File: config.mk
export PLATFORM = sky130hd
export DESIGN_NAME = prio_nest_arb
export DESIGN_NICKNAME = d
export VERILOG_FILES = /design/src/rtl/prio_nest_arb.sv
export SDC_FILE = /design/constraint.sdc
export NUM_CORES = 1
export LEC_CHECK = 0
export BUFFER_PORTS_ARGS = -buffer_cell sky130_fd_sc_hd__buf_2
export CORE_AREA = 2 2 47 49
export DETAILED_ROUTE_END_ITERATION = 12
export DIE_AREA = 0 0 49 51
export GPL_TIMING_DRIVEN = 0
export PLACE_DENSITY = 0.75
export SLEW_MARGIN = 30
export SYNTH_ARGS = -nofsm -noshare
export SYNTH_HDL_FRONTEND = slang
export SYNTH_SLANG_ARGS = --single-unit
File: constraint.sdc
create_clock -name clk -period 2.7 [get_ports clk]
set_input_delay 0.54 -clock clk [delete_from_list [all_inputs] [get_ports clk]]
set_output_delay 0.54 -clock clk [all_outputs]
set_load 0.01 [all_outputs]
File: src/rtl/prio_nest_arb.sv
module prio_nest_arb #(
  parameter int NSRC = 4
) (
  input  logic                      clk,
  input  logic                      rst_n,
  input  logic [NSRC-1:0]           pend,
  input  logic [NSRC-1:0]           mask,
  input  logic                      ack,
  input  logic                      eoh,
  output logic                      irq,
  output logic [$clog2(NSRC)-1:0]   src_idx,
  output logic [$clog2(NSRC+1)-1:0] run_lvl
);
  localparam int IW = $clog2(NSRC);
  localparam int LW = $clog2(NSRC+1);

  logic [NSRC-1:0] cand;
  logic [IW-1:0]   win;
  logic [LW-1:0]   win_lvl;
  logic [LW-1:0]   slot [NSRC];
  logic            take, pop;

  assign cand = pend & mask;

  always_comb begin
    win = '0;
    for (int i = 0; i < NSRC; i++)
      if (cand[i]) win = IW'(i);
  end

  assign win_lvl = LW'(win) + LW'(1);
  assign irq     = (|cand) && (win_lvl > run_lvl);
  assign src_idx = win;
  assign pop     = eoh && (run_lvl != '0);
  assign take    = ack && irq && !eoh;

  always_ff @(posedge clk or negedge rst_n) begin
    if (!rst_n) begin
      run_lvl <= '0;
      for (int i = 0; i < NSRC; i++) slot[i] <= '0;
    end else if (pop) begin
      run_lvl <= slot[run_lvl - LW'(1)];
    end else if (take) begin
      slot[win] <= run_lvl;
      run_lvl   <= win_lvl;
    end
  end

  a_r2_gated: assert property (@(posedge clk) disable iff (!rst_n)
    irq |-> (pend[src_idx] && mask[src_idx]));
  a_r3_highest: assert property (@(posedge clk) disable iff (!rst_n)
    irq |-> ((cand >> (int'(src_idx) + 1)) == '0));
  a_r5_raise: assert property (@(posedge clk) disable iff (!rst_n)
    (ack && irq && !eoh) |=> (run_lvl == LW'($past(src_idx)) + LW'(1)));
  a_r6_idle_ack: assert property (@(posedge clk) disable iff (!rst_n)
    (ack && !irq && !eoh) |=> $stable(run_lvl));
  a_r7_pop_down: assert property (@(posedge clk) disable iff (!rst_n)
    (eoh && run_lvl != '0) |=> (run_lvl < $past(run_lvl)));
  a_r8_empty_pop: assert property (@(posedge clk) disable iff (!rst_n)
    (eoh && run_lvl == '0) |=> (run_lvl == '0));
  a_r10_top_quiet: assert property (@(posedge clk) disable iff (!rst_n)
    (run_lvl == LW'(NSRC)) |-> !irq);
endmodule

==> results of run 1 <==
worst max-delay path, cell delays in order:
cell      delay, ns
buf_6          0.09
and2_4         0.17
a31o_4         0.23
ha_4           0.28
inv_4          0.04
ha_4           0.26
nor2b_4        0.15
o21ai_4        0.08
a211oi_2       0.18
buf_2          0.16
stage by stage:
| stage | area, um2 | instances |
|---|---|---|
| floorplan | 1010 | 75 |
| global placement | 1130 | 120 |
| detailed placement | 1130 | 120 |
| CTS | 1190 | 128 |
| global route | 1200 | 128 |
| finish | 1200 | 128 |
routing by layer:
| layer | share of wire (%) | up-vias | routed length (um) |
|---|---|---|---|
| met4 | 1.2 | 0 | 24 |
| met3 | 1.9 | 3 | 37 |
| met1 | 44 | 341 | 863 |
| met5 | 0 | - | 0 |
| met2 | 53 | 11 | 1040 |
| li1 | - | 327 | - |
placed cells by master (no fill, tap or decap), types with 2 or more instances in the layout:
cell | netlist | routed
nand2_2 | 3 | 3
clkbuf_4 | 0 | 3
nand3_1 | 2 | 2
ha_4 | 0 | 2
buf_2 | 0 | 16
mux2_1 | 9 | 9
mux2_4 | 3 | 3
mux4_2 | 2 | 2
dfrtp_1 | 15 | 15
inv_4 | 1 | 2
o211ai_1 | 2 | 2
ha_1 | 7 | 5
nand2_1 | 2 | 2
buf_4 | 0 | 4
inv_1 | 7 | 6
and2_4 | 2 | 2
final cells by class:
cell class / count / area (um2)
Clock buffer: 3 / 22.5
Sequential cell: 15 / 375
Tap cell: 28 / 35.0
Clock inverter: 1 / 5.00
Fill cell: 187 / 866
Timing Repair Buffer: 21 / 121
Buffer: 1 / 3.75
Inverter: 8 / 35.0
Multi-Input combinational cell: 51 / 599
how the worst max path moves through the flow:
| stage | to | slack (ns) | cells past startpoint |
|---|---|---|---|
| floorplan | slot[0] | -0.13 | 10 |
| global placement | slot[0] | -0.37 | 11 |
| detailed placement | slot[0] | -0.42 | 11 |
| CTS | irq | 0.005 | 10 |
| global route | irq | -0.06 | 10 |
| finish | irq | -0.009 | 10 |
state kept, by name (all words and copies together), names as in the netlist:
register and count:
slot 12, run_lvl 3
what timing repair did:
action	CTS	global route
buffers inserted	4	0
gates resized for setup	1	2
setup endpoints to repair	13	4
pin swaps	4	0
logic make-up (layout without fill, tap and decap cells):
kind of cell	Yosys count	count (layout)	share of synthesized area, %
muxes	16	16	22.1
DFF	15	15	39.0
and+or+nand+nor	15	15	9.76
AOI/OAI and AO/OA	13	13	16.3
buffers and inverters	9	34	3.77
adders and majority gates	7	7	9.10
report_power, final:
part           total, mW  internal [mW]  switching, mW
registers          0.344          0.297         0.0475
logic              0.412          0.215          0.197
clock network      0.131         0.0552         0.0757
total              0.887          0.567          0.320
==> flow_summary.ini, run 1 <==
[run_status]
status = finished, violations left
violations = setup timing

[timing]
timing.final.crit_share_pct = 100
fin_ws_ns = -0.00869
relSlewSlack_pct = 70.3
tightest_slew_ns = 0.446
hold_viol_final = 0
final-setup-viol-count = 1
drv_slew = 0
period_needed_ns = 2.71
rsz0062_at_grt = true
setup_tns_ns = -0.00869
fin_skew_ns = 0.00305
fin_hold_ws_ns = 0.135
fmax_mhz = 369

[global_route]
grt_pass1_vias = 676
grtUsageMet1_pct = 20.5
grt.total_usage_pct = 17.1
grt_max_degree = 16
grt-ovfl-total = 0
grt_pass1_wl_um = 3130
gr-max-usage-layer = met2
met3_usage_pct = 2.63
met2_usage_pct = 31.3
antenna_found_initial = 0

[power_and_ir_drop]
p_leak_nw = 0.565
power_density_mw_per_mm2 = 741
vdd_drop_max_mv = 0.443
total_power_mw = 0.887

[clock_network]
root_buffer = clkbuf_4
cts_sinks = 15
holdBufCountCts = 0
cts.htree.levels = 1
clk_latency_ns = 0.29
cts_buffers = 3
cts_buffer_depth = 2
clk_pin_slew_ns = 0.09
tritoncts = done

[synthesis]
ys_warn_count = 0
netlist.area_leader.share_pct = 39.0
synth_fp_nets = 94
synthCells = 75
syn_avg_cell_area_um2 = 12.8
ys_top_cells_by_count = dfrtp_1, mux2_1, ha_1, inv_1
synthArstFlopShare_pct = 100
synth_top_cells_by_area = dfrtp_1, mux2_1, ha_1, mux2_4, mux4_2
ys_types = 32
synth_top_area_cell = dfrtp_1
ys_seq_elements = 15
ys.flop_type = dfrtp_1
yosysMostFrequentCell = dfrtp_1
seq_area_frac_synth_pct = 39.0
syn_area_um2 = 962
synth-edff-count = 0

[place]
place.gp.congestion = 0.742
dp_hpwl_um = 1440
detailedPlace.worstSlack_ns = -0.416
portBuffers = 17

[floorplanning]
initial_utilization_pct = 46.6
fp-row-count = 17
dieWidth_um = 49
coreArea_mm2 = 0.00206
die_area_mm2 = 0.00250
ioPinCount = 18
die_y_um = 51

[job]
max-cap-violations = 0

[setup_path]
critPathKind = primary input to primary output
worstSetupStartpoint = pend[3]
crit_fanout = 3
end_kind = primary output
worstPathRequired_ns = 2.16
critPathArrivalTime_ns = 2.17
reg2reg_from = run_lvl[2]
start_kind = primary input
timing.rr.end = slot[0]
worstRegToRegCells = 7
r2r_slack_ns = 0.46

[route]
drt_iter0_drc = 7
firstDrtPassIters = 3
via_count = 682
wl_per_cell_um = 15.4
viasPerCell = 5.33
wl_um = 1970
final_antenna_net_count = 0
drcViolationCount = 0

[finish]
antenna_cells = 0
fin_util_pct = 58.0
drive_above_1_share_pct = 48.0
final_nets = 120
area_growth_pct = 24.4

[worst_hold_path]
hp-class = primary input to async pin
No activity file was read; power rests on OpenSTA's default activity.
==> run 2: changes to the inputs <==
- BUFFER_PORTS_ARGS: -buffer_cell sky130_fd_sc_hd__buf_2 -> default
- DONT_BUFFER_PORTS: default -> 1
- PLACE_DENSITY: 0.75 -> default
==> run 2 against run 1 <==
Effect of this change:
- the flow now finishes without violations
- hold slack gained 0.28 ns
- via count is 13% lower
- clock power is essentially flat
- utilization decreased by 5.2 points
- global-route usage is 0.55 points lower
- clock-buffer cell count increased by 1
- first-iteration DRC count did not move
- clock skew up 0.0060 ns
- sequential power rose by 2%
- sequential cell count unchanged
- final cell count is 15% lower
- critical path type is now primary input to flip-flop
- highest routed layer unchanged
==> flow_summary.ini, run 2 (synthesis results as in run 1) <==
[run_status]
status = completed

[power_and_ir_drop]
power_density_mw_per_mm2 = 770
p_leak_nw = 0.478
total_power_mw = 0.839
vdd_drop_max_mv = 0.478

[setup_path]
cp_num_cells = 11
cp_slowest_stage_delay_ns = 0.33
crit_fanout = 7
path_cells = and2_4 -> a31o_4 -> ha_4 -> inv_2 -> ha_4 -> nor2b_4 -> o21ai_4 -> a2111oi_4 -> buf_4 -> and2_4 -> mux2_4
start_kind = primary input
critPathKind = primary input to flip-flop
r2r_slack_ns = 0.33
critical-path-top-delay-family = compound AO/OA/AOI/OAI gates
worstRegToRegCells = 7
end_kind = flip-flop
critPathBufInv = 2
worstPathRequired_ns = 2.87
critPathArrivalTime_ns = 2.78
cp_slowest_cell = a2111oi_4

[place]
portBuffers = 0
dp.cells = 103
dp_hpwl_um = 1380
place.gp.congestion = 0.726

[clock_network]
cts_buffer_depth = 2
cts.htree.levels = 1
root_buffer = clkbuf_4
clk_latency_ns = 0.29
cts_sinks = 15
tritoncts = done
clk_pin_slew_ns = 0.10
cts_buffers = 3

[finish]
layout_commonest_cell = dfrtp_1
final_nets = 101
largest-register = slot
area_growth_pct = 13.3
fin_cells = 109
top_regs = slot (12), run_lvl (3)
fill_cells = 198
largest_reg_flops = 12
drive_above_1_share_pct = 33.3
final_cell_mix = dfrtp_1, mux2_1, inv_1
antenna_cells = 0

[timing]
drv_slew = 0
relSlewSlack_pct = 52.8
rsz0062_at_grt = false
timing.final.crit_share_pct = 96.7
fmax_mhz = 383
fin_skew_ns = 0.00903
fin_hold_ws_ns = 0.419
final-setup-viol-count = 0
hold_viol_final = 0
setup_tns_ns = 0
tightest_slew_ns = 0.706
period_needed_ns = 2.61

[route]
wl_um = 1750
final_antenna_net_count = 0
wl_per_cell_um = 16.1
viasPerCell = 5.41
drcViolationCount = 0
drt_iter0_drc = 7
via_count = 590
firstDrtPassIters = 3

[worst_hold_path]
min_path_cells = 2
hp-class = primary input to flip-flop

[floorplanning]
coreArea_mm2 = 0.00206
ioPinCount = 18
die_area_mm2 = 0.00250
initial_utilization_pct = 46.6
die_y_um = 51
fp-row-count = 17
dieWidth_um = 49

[global_route]
grt-ovfl-total = 0
grt.total_usage_pct = 16.5
grt_pass1_vias = 633
grt_pass1_wl_um = 3090
grt_max_degree = 16
antenna_found_initial = 0

[job]
max-cap-violations = 0
==> run 2: changes by cell type in the layout (fill, tap and decap cells not counted), sizes merged <==
cell / delta
clkbuf: +1
buf: -20
dlygate4sd3: +1
clkinv: -1
==> run 2: what timing repair did <==
item                                    4_1_cts  5_1_grt
resized for setup                             1        0
endpoints found under the hold margin        15        0
endpoints found under the setup margin        4        0
setup buffers                                 1        0
hold buffers                                  1        0
==> run 2: power breakdown <==
part	total [mW]	leakage, nW	internal (mW)	switching, mW
Combinational	0.357	0.260	0.188	0.169
Clock	0.132	0.0150	0.0574	0.0741
Sequential	0.350	0.203	0.296	0.0541
==> run 2: worst reg2reg max path: cells and delay by family, from the launching register on <==
kind                       cells  cell delay, ns
and+or+nand+nor                2            0.41
adders and majority gates      1            0.36
buffers and inverters          2            0.34
AOI/OAI and AO/OA              1            0.30
DFF                            1            0.53
muxes                          1            0.30
==> run 2: cell type report <==
type / count / area (um2) / share of cell area (%)
plain buffers: 1 / 3.75 / 0.344
flip-flops and latches: 15 / 375 / 34.4
inverters: 8 / 32.5 / 2.99
well taps: 28 / 35.0 / 3.21
clock buffers: 4 / 26.3 / 2.41
repair buffers: 2 / 17.5 / 1.61
multi-input cells: 51 / 599 / 55.0
==> run 2: worst paths after layout <==
path,start,endpoint
worst max register to register,run_lvl[2],slot[1]
worst max-delay path,mask[3],slot[1]
max in group asynchronous,rst_n,run_lvl[1]
worst min register to register,slot[7],slot[7]
worst min-delay path,eoh,run_lvl[2]
min in group asynchronous,rst_n,slot[0]
==> run 2: routing by layer <==
layer | share of wire [%] | global-route usage (%) | up-vias
met4 | 1.5 | 7.14 | 0
met1 | 45 | 22.6 | 289
met2 | 50 | 25.3 | 8
li1 | - | - | 289
met3 | 3.0 | 3.51 | 4
met5 | 0 | 0 | -
==> run 2: stage by stage <==
| stage | cell area, um2 | worst slack (ns) | util, % |
|---|---|---|---|
| final | 1090 | 0.0887 | 52.8 |
| after global routing | 1090 | 0.000334 | 52.8 |
| after CTS | 1090 | 0.0847 | 52.8 |
| after detailed placement | 1040 | -0.317 | 50.5 |
| after global placement | 1040 | -0.299 | 50.5 |
| after floorplan | 1010 | -0.133 | - |
==> run 3: changes to the inputs <==
- REMOVE_ABC_BUFFERS: default -> 1
==> run 3 against run 2 <==
Effect of this change:
- sequential power is 4% higher
- fmax is 0.96% lower
- largest power group is now registers
- via count is 3.2% higher
==> flow_summary.ini, run 3 (synthesis results as in run 1) <==
[floorplanning]
dieWidth_um = 49
die_area_mm2 = 0.00250
die_y_um = 51
ioPinCount = 18
initial_utilization_pct = 46.6
coreArea_mm2 = 0.00206
fp-row-count = 17

[worst_hold_path]
min_path_cells = 2
hp-class = primary input to flip-flop
hold_start = eoh
hold_end = run_lvl[2]

[timing]
final-setup-viol-count = 0
rsz0062_at_grt = false
timing.final.crit_share_pct = 97.7
hold_viol_final = 0
period_needed_ns = 2.64
fin_skew_ns = 0.00388
tightest_slew_ns = 0.642
fmax_mhz = 379
relSlewSlack_pct = 57.1
drv_slew = 0

[finish]
fill_cells = 194
area_growth_pct = 13.5
multiInputGateArea_um2 = 582
antenna_cells = 0
final_cell_mix = dfrtp_1, mux2_1, inv_1
drive_above_1_share_pct = 33.7
final_nets = 103
fin_cells = 111
layout_commonest_cell = dfrtp_1
seqCellArea_um2 = 375
largest_reg_flops = 12
top_regs = slot (12), run_lvl (3)
largest-register = slot

[global_route]
grt.total_usage_pct = 16.1
grt_max_degree = 16
antenna_found_initial = 0
grt_pass1_wl_um = 2920
grt-ovfl-total = 0
grt_pass1_vias = 613

[clock_network]
clk_pin_slew_ns = 0.09
root_buffer = clkbuf_4
cts_sinks = 15
cts.htree.levels = 1
tritoncts = done
clk_latency_ns = 0.28
cts_buffers = 3
cts_buffer_depth = 2

[route]
via_count = 609
drcViolationCount = 0
wl_per_cell_um = 16.0
firstDrtPassIters = 4
wl_um = 1770
viasPerCell = 5.49
final_antenna_net_count = 0
drt_iter0_drc = 1

[setup_path]
critPathKind = primary input to flip-flop
worstPathRequired_ns = 2.87
reg2reg_from = run_lvl[2]
end_kind = flip-flop
critPathArrivalTime_ns = 2.81
start_kind = primary input
worstRegToRegCells = 7
r2r_slack_ns = 0.33
crit_fanout = 4
timing.rr.end = slot[1]

[job]
max-cap-violations = 0

[run_status]
status = completed

[power_and_ir_drop]
vdd_drop_max_mv = 0.492
p_leak_nw = 0.497
power_density_mw_per_mm2 = 755
total_power_mw = 0.825

[place]
dp_hpwl_um = 1330
portBuffers = 0
place.gp.congestion = 0.745
dp.cells = 102
run 3: worst max-delay path by stage:
stage | from | end
after detailed placement | pend[3] | slot[2]
after CTS | pend[3] | irq
after global placement | pend[3] | slot[1]
after floorplan | pend[3] | slot[0]
after global routing | pend[3] | slot[0]
final | pend[3] | slot[1]
run 3: final cells by class:
type	count	area share [%]
tap	28	3.21
timing repair buffer	5	3.67
clock buffer	3	2.06
multi-input combinational	51	53.3
clock inverter	1	0.458
inverter	8	2.98
sequential	15	34.4
run 3: layer usage:
layer | GRT usage [%] | vias to the layer above | wire length [um]
met3 | 7.02 | 2 | 109
li1 | - | 293 | -
met5 | 0 | - | 0
met1 | 19.4 | 295 | 787
met2 | 25.8 | 19 | 860
met4 | 5.71 | 0 | 17
run 3: critical path: stages:
cell	delay (ns)
and2_4	0.16
a31o_4	0.24
ha_4	0.27
inv_1	0.03
ha_1	0.29
nor2b_4	0.16
o21ai_4	0.08
a2111oi_4	0.37
buf_4	0.18
and2_4	0.18
mux2_4	0.30
run 3: what timing repair did:
action                                  in CTS  in global routing
endpoints found under the hold margin       15                  0
endpoints found under the setup margin      13                 10
resized for setup                            1                  3
hold buffers                                 1                  0
pin swaps                                    2                  1
buffers inserted                             3                  1
run 3: report_power, final:
group	internal [mW]	switching, mW
Clock	0.0549	0.0719
Sequential	0.296	0.0686
Combinational	0.181	0.153
Total	0.532	0.293
run 3: stage by stage:
step / setup WS [ns] / area, um2 / TNS (ns) / util (%) / hold WS (ns)
floorplan: -0.256 / 958 / -2.19 / - / 0.244
CTS: 0.0210 / 1060 / 0 / 51.3 / 0.420
global placement: -0.447 / 993 / -5.13 / 48.2 / 0.245
global route: 0.0102 / 1090 / 0 / 52.9 / 0.428
finish: 0.0633 / 1090 / 0 / 52.9 / 0.429
detailed placement: -0.477 / 993 / -5.69 / 48.2 / 0.245
